--- config.mk ---
export PLATFORM = sky130hd
export DESIGN_NAME = irq_group_ctrl
export DESIGN_NICKNAME = d
export VERILOG_FILES = /design/src/rtl/irq_agg_pkg.sv /design/src/rtl/irq_reg_decode.sv /design/src/rtl/irq_group_bank.sv /design/src/rtl/irq_out_map.sv /design/src/rtl/irq_group_ctrl.sv
export SDC_FILE = /design/constraint.sdc
export NUM_CORES = 2
export LEC_CHECK = 0
export BUFFER_PORTS_ARGS = -buffer_cell sky130_fd_sc_hd__buf_4
export CAP_MARGIN = 10
export CORE_MARGIN = 2
export CORE_UTILIZATION = 60
export CTS_BUF_LIST = sky130_fd_sc_hd__clkbuf_4
export DETAILED_ROUTE_END_ITERATION = 16
export PLACE_DENSITY = 0.81
export SETUP_SLACK_MARGIN = 0.5
export SKIP_LAST_GASP = 1
export SLEW_MARGIN = 20
export SYNTH_ARGS = -nofsm -noshare
export SYNTH_HDL_FRONTEND = slang
export SYNTH_SLANG_ARGS = --single-unit
--- constraint.sdc ---
create_clock -name clk -period 4.5 [get_ports clk]
set_clock_uncertainty 0.15 [all_clocks]
set_input_delay 0.225 -clock clk [delete_from_list [all_inputs] [get_ports clk]]
set_output_delay 0.225 -clock clk [all_outputs]
set_load 0.05 [all_outputs]
--- src/rtl/irq_agg_pkg.sv ---
package irq_agg_pkg;
    localparam int unsigned WORD_W = 32;

    typedef enum logic [1:0] {
        SEL_NONE = 2'd0,
        SEL_EN   = 2'd1,
        SEL_ST   = 2'd2
    } reg_sel_e;

    typedef struct packed {
        logic [WORD_W-1:0] en;
        logic [WORD_W-1:0] st;
    } grp_state_t;
endpackage

--- src/rtl/irq_reg_decode.sv ---
module irq_reg_decode
    import irq_agg_pkg::*;
#(
    parameter int unsigned ADDR_W     = 14,
    parameter int unsigned WIN_BASE   = 32'h1000,
    parameter int unsigned WIN_SPAN   = 32'h808,
    parameter int unsigned STRIDE_LG  = 7,
    parameter int unsigned NUM_GROUPS = 10,
    parameter int unsigned GRP_W      = 4
) (
    input  logic [ADDR_W-1:0] addr_i,
    output reg_sel_e          sel_o,
    output logic [GRP_W-1:0]  grp_o
);
    localparam logic [STRIDE_LG-1:0] OFF_EN = '0;
    localparam logic [STRIDE_LG-1:0] OFF_ST = STRIDE_LG'(4);

    logic [ADDR_W-1:0]    off;
    logic [ADDR_W-1:0]    grp_raw;
    logic [STRIDE_LG-1:0] sub;
    logic                 in_win;
    logic                 grp_ok;

    always_comb begin
        off     = addr_i - ADDR_W'(WIN_BASE);
        grp_raw = off >> STRIDE_LG;
        sub     = off[STRIDE_LG-1:0];
        in_win  = (32'(addr_i) >= WIN_BASE) && (32'(addr_i) < WIN_BASE + WIN_SPAN);
        grp_ok  = 32'(grp_raw) < NUM_GROUPS;
        grp_o   = grp_raw[GRP_W-1:0];
        sel_o   = SEL_NONE;
        if (in_win && grp_ok) begin
            if (sub == OFF_EN)      sel_o = SEL_EN;
            else if (sub == OFF_ST) sel_o = SEL_ST;
        end
    end
endmodule

--- src/rtl/irq_group_bank.sv ---
module irq_group_bank
    import irq_agg_pkg::*;
#(
    parameter int unsigned GRP_ID = 0,
    parameter int unsigned GRP_W  = 4
) (
    input  logic              clk,
    input  logic              rst_n,
    input  logic [WORD_W-1:0] src_i,
    input  logic              wr_i,
    input  reg_sel_e          sel_i,
    input  logic [GRP_W-1:0]  grp_i,
    input  logic [WORD_W-1:0] wdata_i,
    output logic [WORD_W-1:0] en_o,
    output logic [WORD_W-1:0] st_o
);
    grp_state_t state_d, state_q;
    logic       hit;
    logic [WORD_W-1:0] clr;

    always_comb begin
        hit     = wr_i && (grp_i == GRP_W'(GRP_ID));
        clr     = (hit && sel_i == SEL_ST) ? wdata_i : '0;
        state_d = state_q;
        if (hit && sel_i == SEL_EN) state_d.en = wdata_i;
        // a live, enabled source outranks a clearing write
        state_d.st = (state_q.st & ~clr) | (src_i & state_q.en);
    end

    always_ff @(posedge clk or negedge rst_n) begin
        if (!rst_n) state_q <= '0;
        else        state_q <= state_d;
    end

    assign en_o = state_q.en;
    assign st_o = state_q.st;
endmodule

--- src/rtl/irq_out_map.sv ---
module irq_out_map
    import irq_agg_pkg::*;
#(
    parameter int unsigned NUM_GROUPS = 10,
    parameter bit          HAS_SPLIT  = 1'b1,
    parameter int unsigned SPLIT_OUTS = 10,
    parameter int unsigned OUT_W      = 19
) (
    input  logic [NUM_GROUPS*WORD_W-1:0] en_all_i,
    input  logic [NUM_GROUPS*WORD_W-1:0] st_all_i,
    output logic [OUT_W-1:0]             irq_o
);
    logic [NUM_GROUPS*WORD_W-1:0] pend;
    assign pend = en_all_i & st_all_i;

    generate
        if (HAS_SPLIT) begin : g_split
            for (genvar n = 0; n < SPLIT_OUTS; n++) begin : g_bit
                assign irq_o[n] = pend[n];
            end
            for (genvar k = 1; k < NUM_GROUPS; k++) begin : g_or
                assign irq_o[SPLIT_OUTS+k-1] = |pend[k*WORD_W +: WORD_W];
            end
            logic unused_hi;
            assign unused_hi = |pend[WORD_W-1:SPLIT_OUTS];
        end else begin : g_flat
            for (genvar k = 0; k < NUM_GROUPS; k++) begin : g_or
                assign irq_o[k] = |pend[k*WORD_W +: WORD_W];
            end
        end
    endgenerate
endmodule

--- src/rtl/irq_group_ctrl.sv ---
module irq_group_ctrl
    import irq_agg_pkg::*;
#(
    parameter int unsigned NUM_GROUPS = 10,
    parameter bit          HAS_SPLIT  = 1'b1,
    parameter int unsigned SPLIT_OUTS = 10,
    parameter int unsigned ADDR_W     = 14,
    parameter int unsigned WIN_BASE   = 32'h1000,
    parameter int unsigned WIN_SPAN   = 32'h808,
    parameter int unsigned STRIDE_LG  = 7,
    localparam int unsigned SRC_W     = NUM_GROUPS * WORD_W,
    localparam int unsigned OUT_W     = HAS_SPLIT ? (SPLIT_OUTS + NUM_GROUPS - 1) : NUM_GROUPS,
    localparam int unsigned GRP_W     = (NUM_GROUPS > 1) ? $clog2(NUM_GROUPS) : 1
) (
    input  logic              clk,
    input  logic              rst_n,
    input  logic [SRC_W-1:0]  src_i,
    input  logic [ADDR_W-1:0] reg_addr_i,
    input  logic              reg_wr_i,
    input  logic              reg_rd_i,
    input  logic [WORD_W-1:0] reg_wdata_i,
    output logic [WORD_W-1:0] reg_rdata_o,
    output logic [OUT_W-1:0]  irq_o
);
    reg_sel_e          sel;
    logic [GRP_W-1:0]  grp;
    logic [SRC_W-1:0]  en_all;
    logic [SRC_W-1:0]  st_all;
    logic [WORD_W-1:0] rdata_d, rdata_q;

    irq_reg_decode #(
        .ADDR_W(ADDR_W), .WIN_BASE(WIN_BASE), .WIN_SPAN(WIN_SPAN),
        .STRIDE_LG(STRIDE_LG), .NUM_GROUPS(NUM_GROUPS), .GRP_W(GRP_W)
    ) u_dec (
        .addr_i(reg_addr_i), .sel_o(sel), .grp_o(grp)
    );

    generate
        for (genvar k = 0; k < NUM_GROUPS; k++) begin : g_bank
            irq_group_bank #(.GRP_ID(k), .GRP_W(GRP_W)) u_bank (
                .clk(clk), .rst_n(rst_n),
                .src_i(src_i[k*WORD_W +: WORD_W]),
                .wr_i(reg_wr_i), .sel_i(sel), .grp_i(grp),
                .wdata_i(reg_wdata_i),
                .en_o(en_all[k*WORD_W +: WORD_W]),
                .st_o(st_all[k*WORD_W +: WORD_W])
            );
        end
    endgenerate

    irq_out_map #(
        .NUM_GROUPS(NUM_GROUPS), .HAS_SPLIT(HAS_SPLIT),
        .SPLIT_OUTS(SPLIT_OUTS), .OUT_W(OUT_W)
    ) u_map (
        .en_all_i(en_all), .st_all_i(st_all), .irq_o(irq_o)
    );

    always_comb begin
        rdata_d = '0;
        if (reg_rd_i) begin
            for (int k = 0; k < NUM_GROUPS; k++) begin
                if (grp == GRP_W'(k)) begin
                    if (sel == SEL_EN)      rdata_d = en_all[k*WORD_W +: WORD_W];
                    else if (sel == SEL_ST) rdata_d = st_all[k*WORD_W +: WORD_W];
                end
            end
        end
    end

    always_ff @(posedge clk or negedge rst_n) begin
        if (!rst_n) rdata_q <= '0;
        else        rdata_q <= rdata_d;
    end

    assign reg_rdata_o = rdata_q;
endmodule

==> flow_metrics.py, run 1 <==
metrics = {
    "synthesis": {
        "syn_nets": 3134,
        "synthFlopType": "dfrtp_1",
        "ys_async_sr_fraction_pct": 100,
        "yosysWarnings": 0,
        "avgSynthCellArea_um2": 12.0,
        "syn_area_um2": 33200,
        "synth_compound_area_share_pct": 17.7,
        "synth_xor_area_share_pct": 0,
        "yosys-top-cells-area": "dfrtp_1, mux2_2, a22o_1, mux2i_1, nand2_1",
        "yosys.area.top_type": "dfrtp_1",
        "synth_top_area_share_pct": 50.7,
        "synth_top_family_by_area": "multiplexers",
        "muxShareOfSynthArea_pct": 20.6,
        "ys_types": 58,
        "synth_seq_cells": 672,
        "synth_edf_count": 0,
        "synthSimpleGateAreaFrac_pct": 7.45,
        "synth_fa_ha_area_share_pct": 0,
        "syn_inst": 2764,
        "yosysSeqAreaShare_pct": 50.7,
    },
    "outcome": {
        "error": "[ERROR RSZ-0060] Max buffer count reached.",
        "status": "stopped before the end",
        "stop_stage": "clock tree synthesis (4_1_cts)",
    },
    "cts": {
        "htree_levels": 4,
        "hold_buffers": 807,
        "clockRootBuffer": "clkbuf_4",
        "cts_buffers": 178,
        "cts_sinks": 672,
        "cts_setup_buffers": 0,
        "cts.repair.resized": 0,
        "clockBufferDepth": 3,
    },
    "placement": {
        "hpwl_mm": 88.5,
        "gp_congestion": 1.03,
        "numPortBuffers": 420,
    },
    "die": {
        "fp-row-count": 86,
        "io_pins": 421,
        "die_h_um": 239,
        "die_w_um": 239,
        "start_util_pct": 60.5,
    },
}
[cells by family after synthesis]
family,after synthesis
AOI/OAI and AO/OA,743
muxes,578
and+or+nand+nor,530
DFF,672
buffers and inverters,241
[stage by stage]
stage | setup slack (ns) | hold WS, ns | std cells | cell area, µm² | utilization (%)
2_1_floorplan | 2.40 | -0.221 | 2764 | 33200 | -
3_3_place_gp | 1.04 | 0.246 | 3722 | 36800 | 67.1
3_5_place_dp | 1.18 | 0.272 | 3722 | 36800 | 67.1
[cells in the mapped netlist, types with 11 or more instances]
cell type	count
a211o_1	14
a221oi_1	46
nand2_1	342
mux2i_1	140
nor2_1	24
mux4_2	46
a21oi_1	28
a22o_1	338
a22oi_1	122
and2_1	11
buf_1	12
o21ai_0	80
a31oi_1	15
dfrtp_1	672
a211oi_1	16
nand4_1	19
o221ai_1	15
a2111oi_0	20
mux2_2	386
clkbuf_1	109
buf_4	35
o211ai_1	12
nand3_1	38
inv_1	14
nand3b_1	15
nor3_1	20
nor2b_1	18
a21o_1	14
buf_2	66
==> run 2: changes to the inputs <==
- CORE_UTILIZATION: 60 -> 40
- CTS_BUF_LIST: sky130_fd_sc_hd__clkbuf_4 -> not set
- PLACE_DENSITY: 0.81 -> not set
- PLACE_DENSITY_LB_ADDON: not set -> 0.15
- SETUP_SLACK_MARGIN: 0.5 -> not set
==> flow_metrics.py, run 2 <==
metrics = {
    "setup_path": {
        "critical_path.startpoint": "reg_addr_i[4]",
        "cp_data_arrival_time_ns": 3.68,
        "timing.rr.start": "g_bank[1].u_bank.en_o[30]$_DFFE_PN0P_",
        "cp_max_fo": 32,
        "path_class": "in -> reg",
        "required_ns": 4.86,
        "endpoint_kind": "register",
        "cp-start-kind": "input port",
    },
    "worst_hold_path": {
        "hp-class": "in -> reg",
        "min_from": "reg_wdata_i[21]",
    },
    "power": {
        "vdd_drop_max_uv": 293,
        "p_per_area_nw_per_um2": 303,
        "combPwrFrac_pct": 9.1,
        "clkPwrFrac_pct": 47.4,
        "switching_power_mw": 3.49,
        "intPower_mw": 10.5,
        "leakage_nw": 22.0,
        "swShare_pct": 24.9,
        "seqPwrFrac_pct": 43.5,
    },
    "synthesis": {
        "synthFlopType": "dfrtp_1",
        "synth.most_common_cell": "dfrtp_1",
        "synth_edf_count": 0,
        "synth_top_area_share_pct": 50.7,
        "syn_area_um2": 33200,
        "synthTopCellsByCount": "dfrtp_1, mux2_2, nand2_1",
        "synth_seq_cells": 672,
        "ys_types": 58,
        "syn_nets": 3134,
        "yosysSeqAreaShare_pct": 50.7,
        "yosys.area.top_type": "dfrtp_1",
        "syn_inst": 2764,
        "avgSynthCellArea_um2": 12.0,
        "yosysWarnings": 0,
        "yosys-top-cells-area": "dfrtp_1, mux2_2, a22o_1, mux2i_1, nand2_1",
        "ys_async_sr_fraction_pct": 100,
    },
    "sta": {
        "finalHoldViolations": 0,
        "relSlewSlack_pct": 22.8,
        "clock.fmax_mhz": 301,
        "slew_viol_final": 0,
        "tns_ns": 0,
        "rsz0062_at_grt": "no",
        "finalCritPeriodShare_pct": 73.7,
        "timing.final.crit_period_ns": 3.32,
        "tightest_slew_ns": 1.13,
        "setup_viol": 0,
        "whs_ns": 0.0131,
    },
    "drt": {
        "wl_per_cell_um": 31.5,
        "wl_met3_mm": 11.1,
        "top_layer_used": "met5",
        "antenna_left": 0,
        "finalWirelength_mm": 154,
        "wl_met2_mm": 71.5,
        "vias": 29900,
        "drc_errors": 0,
        "drt-initial-drc-count": 2758,
        "viasPerCell": 6.12,
        "m1WireLength_mm": 61.7,
        "first_pass_iters": 5,
    },
    "die": {
        "fp-row-count": 105,
        "start_util_pct": 40.4,
        "io_pins": 421,
        "fp.dieArea_um2": 85300,
        "die_w_um": 292,
        "die_h_um": 292,
        "core_um2": 82100,
    },
    "layout": {
        "area_growth_pct": 39.8,
        "layout.cells.non_filler": 4882,
        "seqCellArea_um2": 16800,
        "layout_commonest_cell": "dfrtp_1",
        "fin_nets": 4120,
        "drive_above_1_share_pct": 28.7,
        "multi_input_area_um2": 15300,
        "final_cell_mix": "dfrtp_1, dlygate4sd3_1, buf_4",
        "num-fill-cells": 6847,
    },
    "grt": {
        "grt_antenna_before_repair": 8,
        "grt_usage_pct": 35.6,
        "grt_max_degree": 105,
        "gr-total-overflow": 0,
        "grt_pass1_vias": 30500,
        "grt_first_pass_wirelength_mm": 219,
    },
    "cts": {
        "clkLatencyLatePin_ns": 0.64,
        "clockRootBuffer": "clkbuf_16",
        "cts_sinks": 672,
        "htree_levels": 3,
        "clockBufferDepth": 3,
        "clkTransAtPathRegs_ns": 0.06,
        "cts_tree": "done",
        "cts_buffers": 78,
    },
    "placement": {
        "placed_cells": 4101,
        "hpwl_mm": 106,
        "gp_congestion": 0.971,
        "numPortBuffers": 420,
    },
    "run": {
        "drv_cap": 0,
    },
    "outcome": {
        "status": "finished clean",
    },
}
==> run 2: cell counts after synthesis <==
Identical to the previous run, type by type.
==> run 2: critical path, stage by stage <==
cell and delay, ns:
buf_4 0.11, nor3_1 0.72, nand4_1 0.28, buf_4 0.36
buf_4 0.36, nor3_2 0.23, buf_4 0.42, nand2_1 0.12
a22o_1 0.20, dlygate4sd3_1 0.57
==> run 2: what timing repair did <==
item	CTS	global route
resized for setup	0	0
setup buffers	0	0
endpoints found under the hold margin	443	0
hold buffers	639	0
==> run 2: logic make-up after synthesis <==
family | share of synthesized area, %
flops | 50.7
mux | 20.6
buf+inv | 3.48
compound gates | 17.7
simple gates | 7.45
==> run 2: path summary, 6_finish.rpt <==
| check | end | cells past startpoint | slack, ns |
|---|---|---|---|
| worst max-delay path | g_bank[5].u_bank.st_o[3]$_DFF_PN0_ | 10 | 1.18 |
| worst min-delay path | g_bank[8].u_bank.en_o[21]$_DFFE_PN0P_ | 2 | 0.01 |
| worst max register to register | reg_rdata_o[30]$_DFF_PN0_ | 4 | 1.92 |
| worst min register to register | g_bank[8].u_bank.st_o[16]$_DFF_PN0_ | 1 | 0.39 |
| max in group asynchronous | g_bank[4].u_bank.en_o[20]$_DFFE_PN0P_ | 3 | 2.90 |
| min in group asynchronous | g_bank[8].u_bank.st_o[18]$_DFF_PN0_ | 2 | 0.14 |
==> run 2: final cells by class <==
| type | count | share of cell area, % |
|---|---|---|
| Tap cell | 1070 | 2.89 |
| Inverter | 14 | 0.113 |
| Clock buffer | 109 | 4.91 |
| Multi-Input combinational cell | 1851 | 33.0 |
| Timing Repair Buffer | 1133 | 22.0 |
| Clock inverter | 32 | 0.812 |
| Sequential cell | 672 | 36.3 |
| Antenna cell | 1 | 0.00540 |
==> run 2: stage by stage <==
stage                     power, mW  worst slack (ns)  area (µm²)  util (%)
final                          14.0              1.18       46400      56.5
after global routing           14.4              1.11       46400      56.5
after CTS                      14.1              1.32       46400      56.5
after detailed placement       7.21             0.872       37300      45.5
after global placement         7.20             0.827       37300      45.5
after floorplan                6.51              2.40       33200         -
==> run 2: per-layer routing <==
metal	track usage (%)	vias to the layer above
met5	0	-
met4	19.1	4
met3	5.87	316
met2	57.0	1497
met1	46.3	15600
li1	-	12500
==> run 2: power by group through the flow <==
stage | combinational (mW) | sequential [mW] | clock [mW]
after floorplan | 0.303 | 6.21 | 0
after global placement | 0.983 | 6.22 | 0
after detailed placement | 0.990 | 6.22 | 0
after CTS | 1.27 | 6.11 | 6.70
after global routing | 1.33 | 6.11 | 6.96
final | 1.28 | 6.11 | 6.65
Note: power is estimated with default switching activity, not from simulation.
